$ cat src/rtl/adc_cmd_sequencer.sv
module adc_cmd_sequencer #(
  parameter int CH_W = 6,
  parameter logic [4:0] MODE_SINGLE = 5'd1
) (
  input  logic            clk,
  input  logic            rst_n,
  input  logic            ctl_we,
  input  logic [15:0]     ctl_wdata,
  output logic [15:0]     ctl_rdata,
  input  logic [1:0]      flag_clr,
  input  logic            ccw_we,
  input  logic [6:0]      ccw_addr,
  input  logic [CH_W:0]   ccw_wdata,
  input  logic            trig,
  input  logic            preempt,
  output logic            conv_start,
  output logic [CH_W-1:0] conv_chan,
  input  logic            conv_done,
  output logic            irq_cmpl,
  output logic            irq_pause
);
  localparam int PTR_W = 7;
  localparam int DEPTH = 1 << PTR_W;
  localparam logic [CH_W-1:0] END_CODE = '1;
  localparam logic [PTR_W-1:0] LAST = '1;

  typedef enum logic [2:0] {S_IDLE, S_ISSUE, S_WAIT, S_PAUSE, S_SUSP} st_t;

  st_t st;
  logic cie, pie, arm, res, cflag, pflag;
  logic [4:0] mode;
  logic [PTR_W-1:0] bq, ptr, sub;
  logic [CH_W:0] mem [DEPTH];

  always_ff @(posedge clk)
    if (ccw_we) mem[ccw_addr] <= ccw_wdata;

  wire [CH_W:0] cur = mem[ptr];
  wire cur_end   = cur[CH_W-1:0] == END_CODE;
  wire cur_pause = cur[CH_W];
  wire run_end   = st == S_ISSUE && !preempt && cur_end;
  wire conv_fin  = st == S_WAIT && !preempt && conv_done;
  wire q_done    = run_end || (conv_fin && ptr == LAST);
  wire p_hit     = conv_fin && cur_pause;
  wire go        = st == S_IDLE && trig && arm && mode == MODE_SINGLE;

  assign conv_start = st == S_ISSUE && !cur_end && !preempt;
  assign conv_chan  = cur[CH_W-1:0];
  assign ctl_rdata  = {cie, pie, 1'b0, mode, res, bq};
  assign irq_cmpl   = cflag & cie;
  assign irq_pause  = pflag & pie;

  always_ff @(posedge clk or negedge rst_n)
    if (!rst_n) begin
      st  <= S_IDLE;
      ptr <= '0;
      sub <= '0;
    end else begin
      case (st)
        S_IDLE:
          if (go) begin
            ptr <= bq;
            sub <= bq;
            st  <= S_ISSUE;
          end
        S_ISSUE:
          if (preempt) begin
            st <= S_SUSP;
            if (!res) ptr <= sub;
          end else if (cur_end) st <= S_IDLE;
          else st <= S_WAIT;
        S_WAIT:
          if (preempt) begin
            st <= S_SUSP;
            if (!res) ptr <= sub;
          end else if (conv_done) begin
            if (ptr == LAST) st <= S_IDLE;
            else begin
              ptr <= ptr + 1'b1;
              if (cur_pause) begin
                sub <= ptr + 1'b1;
                st  <= S_PAUSE;
              end else st <= S_ISSUE;
            end
          end
        S_PAUSE:
          if (trig) st <= S_ISSUE;
        S_SUSP:
          if (!preempt) st <= S_ISSUE;
        default: st <= S_IDLE;
      endcase
    end

  always_ff @(posedge clk or negedge rst_n)
    if (!rst_n) begin
      {cie, pie, arm, res} <= '0;
      mode <= '0;
      bq   <= '1;
    end else if (ctl_we) begin
      cie  <= ctl_wdata[15];
      pie  <= ctl_wdata[14];
      arm  <= ctl_wdata[13];
      mode <= ctl_wdata[12:8];
      res  <= ctl_wdata[7];
      bq   <= ctl_wdata[6:0];
    end else if (q_done) arm <= 1'b0;

  always_ff @(posedge clk or negedge rst_n)
    if (!rst_n) begin
      cflag <= 1'b0;
      pflag <= 1'b0;
    end else begin
      if (q_done) cflag <= 1'b1;
      else if (flag_clr[1]) cflag <= 1'b0;
      if (p_hit) pflag <= 1'b1;
      else if (flag_clr[0]) pflag <= 1'b0;
    end
endmodule


$ cat config.mk
export PLATFORM = sky130hd
export DESIGN_NAME = adc_cmd_sequencer
export DESIGN_NICKNAME = d
export VERILOG_FILES = /design/src/rtl/adc_cmd_sequencer.sv
export SDC_FILE = /design/constraint.sdc
export NUM_CORES = 1
export LEC_CHECK = 0
export BUFFER_PORTS_ARGS = -buffer_cell sky130_fd_sc_hd__buf_2
export CORE_ASPECT_RATIO = 1.1
export CORE_MARGIN = 10
export CORE_UTILIZATION = 60
export CTS_CLUSTER_DIAMETER = 150
export DETAILED_ROUTE_END_ITERATION = 6
export PLACE_DENSITY = 0.77
export SKIP_LAST_GASP = 1
export SYNTH_ARGS = -nofsm -noshare
export SYNTH_HDL_FRONTEND = slang
export SYNTH_SLANG_ARGS = --single-unit
$ cat constraint.sdc
create_clock -name clk -period 5.3 [get_ports clk]
set_input_delay 1.06 -clock clk [delete_from_list [all_inputs] [get_ports clk]]
set_output_delay 1.06 -clock clk [all_outputs]
set_load 0.01 [all_outputs]
==> impl_metrics.json <==
{
  "outcome": "finished clean",
  "r2r_setup_slack_ns": 1.06,
  "fp.dieH_um": 280,
  "fin_util_pct": 67.3,
  "viasPerCell": 6.59,
  "post_drt_wl_per_cell_um": 29.4,
  "layout_setup_ws_ns": 0.225,
  "fmax_mhz": 197,
  "setup_viol": 0,
  "ys.flop_type": "edfxtp_1",
  "antenna_found_initial": 5,
  "switchingPower_mw": 6.11,
  "final_layout_size_suffix_gt1_share_pct": 22.9,
  "cts.sinks": 931,
  "drtAntennaViolNets": 0,
  "cp.required_ns": 4.24,
  "powerDensity_nw_per_um2": 489,
  "overflow": 0,
  "fin_crit_sh_pct": 95.8,
  "cp.arrival_ns": 4.01,
  "h-tree-depth": 3,
  "hold_violations": 0,
  "wl_mm": 86.0,
  "hpwl_mm": 52.5,
  "synth_edf_count": 896,
  "firstDrtPassIters": 6,
  "core_area_sq_um": 61100,
  "critPathKind": "reg2out",
  "layout.area.seq_sq_um": 27800,
  "ys_async_sr_fraction_pct": 3.76,
  "cts_tree": "yes",
  "end_kind": "output port",
  "rows": 95,
  "crit_path_start": "ptr[2]$_DFFE_PN0P_",
  "clk_path_buf_depth": 3,
  "synth-seq-cells": 931,
  "fill_cells": 3812,
  "netlist.area_leader.share_pct": 72.7,
  "max-cap-violations": 0,
  "grt_use_total_pct": 24.0,
  "fin_skew_ns": 0.0327,
  "area_growth_pct": 11.2,
  "syn_nets": 1967,
  "hold_buffers": 0,
  "rsz0062_at_grt": "no",
  "ys_types": 60,
  "post-route-drc-count": 0,
  "grt_pass1_vias": 19300,
  "port_buffers": 62,
  "nNetsFinal": 2063,
  "seq_area_frac_synth_pct": 75.1,
  "power_frac_seq_pct": 41.9,
  "die_x_um": 257,
  "switching_share_pct": 30.4,
  "routabilityCongestion": 0.902,
  "hold_path.class": "in2async",
  "synth_area_sq_um": 37000,
  "leakage_nw": 13.1,
  "path_clk_slew_ns": 0.07,
  "grt_max_degree": 100,
  "slew_violations": 0,
  "max-vdd-ir-drop_v": 0.000323,
  "drtIter0Drc": 2715,
  "dr_total_vias": 19300,
  "relSlewSlack_pct": 16.1,
  "min_period_ns": 5.07,
  "cts_buffers": 86,
  "io_pins": 64,
  "intPower_mw": 14.0,
  "cts-root-buf": "clkbuf_16",
  "yosys_warnings": 0,
  "fin_setup_tns_ns": 0,
  "worst_pin_slew_ns": 1.25,
  "synth_top_area_cell": "edfxtp_1",
  "start_kind": "register",
  "cp_max_fo": 17,
  "power.total_mw": 20.1,
  "multiInputGateArea_sq_um": 8530,
  "initial_core_util_pct": 60.6,
  "r2r-start": "ptr[0]$_DFFE_PN0P_",
  "synthTopCellsByArea": "edfxtp_1, mux4_2, mux2i_1",
  "place_ws_ns": 0.804,
  "die-area_sq_um": 72000,
  "synthCells": 1927,
  "insertion_delay_ns": 0.65,
  "grt_pass1_wl_mm": 128,
  "p_clk_share_pct": 30.7,
  "combPwrFrac_pct": 27.4,
  "synth_area_per_cell_sq_um": 19.2
}
==> critical path, stage by stage, from the launching register on <==
cell and delay, ns:
dfrtp_2 0.59, nor2_1 0.93, buf_4 0.37, a22oi_1 0.14
a21oi_1 0.35, o221a_2 0.27, o22ai_1 0.13, nor3_1 0.32
nor2_1 0.11, buf_2 0.17
==> metrics by stage <==
stage          area (sq um)  hold slack (ns)  instances
2_1_floorplan         37000            0.446       1927
3_3_place_gp          38300            0.457       2757
3_5_place_dp          38300            0.472       2757
4_1_cts               41100            0.486       2916
5_1_grt               41100            0.520       2921
6_report              41100            0.487       2923
==> what timing repair did <==
action / in CTS / in global routing
setup buffers: 0 / 1
endpoints found under the setup margin: 0 / 1
resized for setup: 0 / 1
==> cells in the mapped netlist, types with 15 or more instances <==
cell        n
nand2_1    66
edfxtp_1  896
o22ai_1    43
mux2_2     27
buf_4      20
mux4_2    170
o21ai_0    23
mux2i_1   135
nor3_1     24
dfrtp_1    28
a21oi_1    32
nor2_1    153
a22oi_1    40
nand3_1    15
clkbuf_1   51
==> kinds of logic after synthesis <==
group                    share of synthesized area (%)
XOR/XNOR                                         0.142
AO/OA/AOI/OAI                                     3.75
other                                           0.0101
buffers and inverters                             1.84
AND/OR/NAND/NOR                                   4.01
multiplexers                                      15.1
adder cells (fa/ha/maj)                         0.0338
flip-flops                                        75.1
==> layer usage <==
layer,vias to the layer above,global-route usage [%],wire length (um)
li1,8055,-,-
met3,187,5.83,9820
met2,1223,37.9,41500
met1,9806,32.1,31500
met5,-,0,0
met4,0,9.55,3150
==> path summary, 6_finish.rpt <==
check | to | depth (start not counted)
worst max-delay path | conv_start | 9
worst min-delay path | cflag$_DFFE_PN0P_ | 1
worst max register to register | sub[4]$_DFFE_PN0P_ | 9
worst min register to register | pflag$_DFFE_PN0P_ | 1
max in group asynchronous | ptr[1]$_DFFE_PN0P_ | 1
min in group clk | pflag$_DFFE_PN0P_ | 1
==> state kept, by name, summed over array words and instances, names as in the netlist <==
register and flops:
ptr 7, pie 1, mem 896, cie 1, st 3, mode 5
arm 1, pflag 1, sub 7, cflag 1, res 1, bq 7
==> placed cells by master (no fill, tap or decap), types with 15 or more instances in the layout <==
cell type and instances:
clkinv_2 18, nor2_1 153, a22oi_1 40, clkinv_1 18, o21ai_0 23, dfrtp_1 24
mux4_2 170, clkbuf_16 88, nand2_1 66, edfxtp_1 896, nand3_1 15, o22ai_1 43
mux2_2 27, nor3_1 24, a21oi_1 32, mux2i_1 135, buf_4 57, buf_2 55
==> power by group through the flow <==
stage / Clock (mW) / Sequential (mW) / Combinational, mW
after floorplan: 0 / 8.38 / 3.81
after global placement: 0 / 8.57 / 5.32
after detailed placement: 0 / 8.58 / 5.39
after CTS: 6.21 / 8.43 / 5.42
after global routing: 6.50 / 8.43 / 5.78
final: 6.17 / 8.42 / 5.51
==> cell type report <==
type	instances	share of cell area [%]
antenna	5	0.0304
tap	824	2.51
clock inverter	61	1.40
sequential	931	67.6
multi-input combinational	873	20.7
inverter	8	0.0730
timing repair buffer	123	2.21
clock buffer	98	5.44
Note: power is estimated with default switching activity, not from simulation.
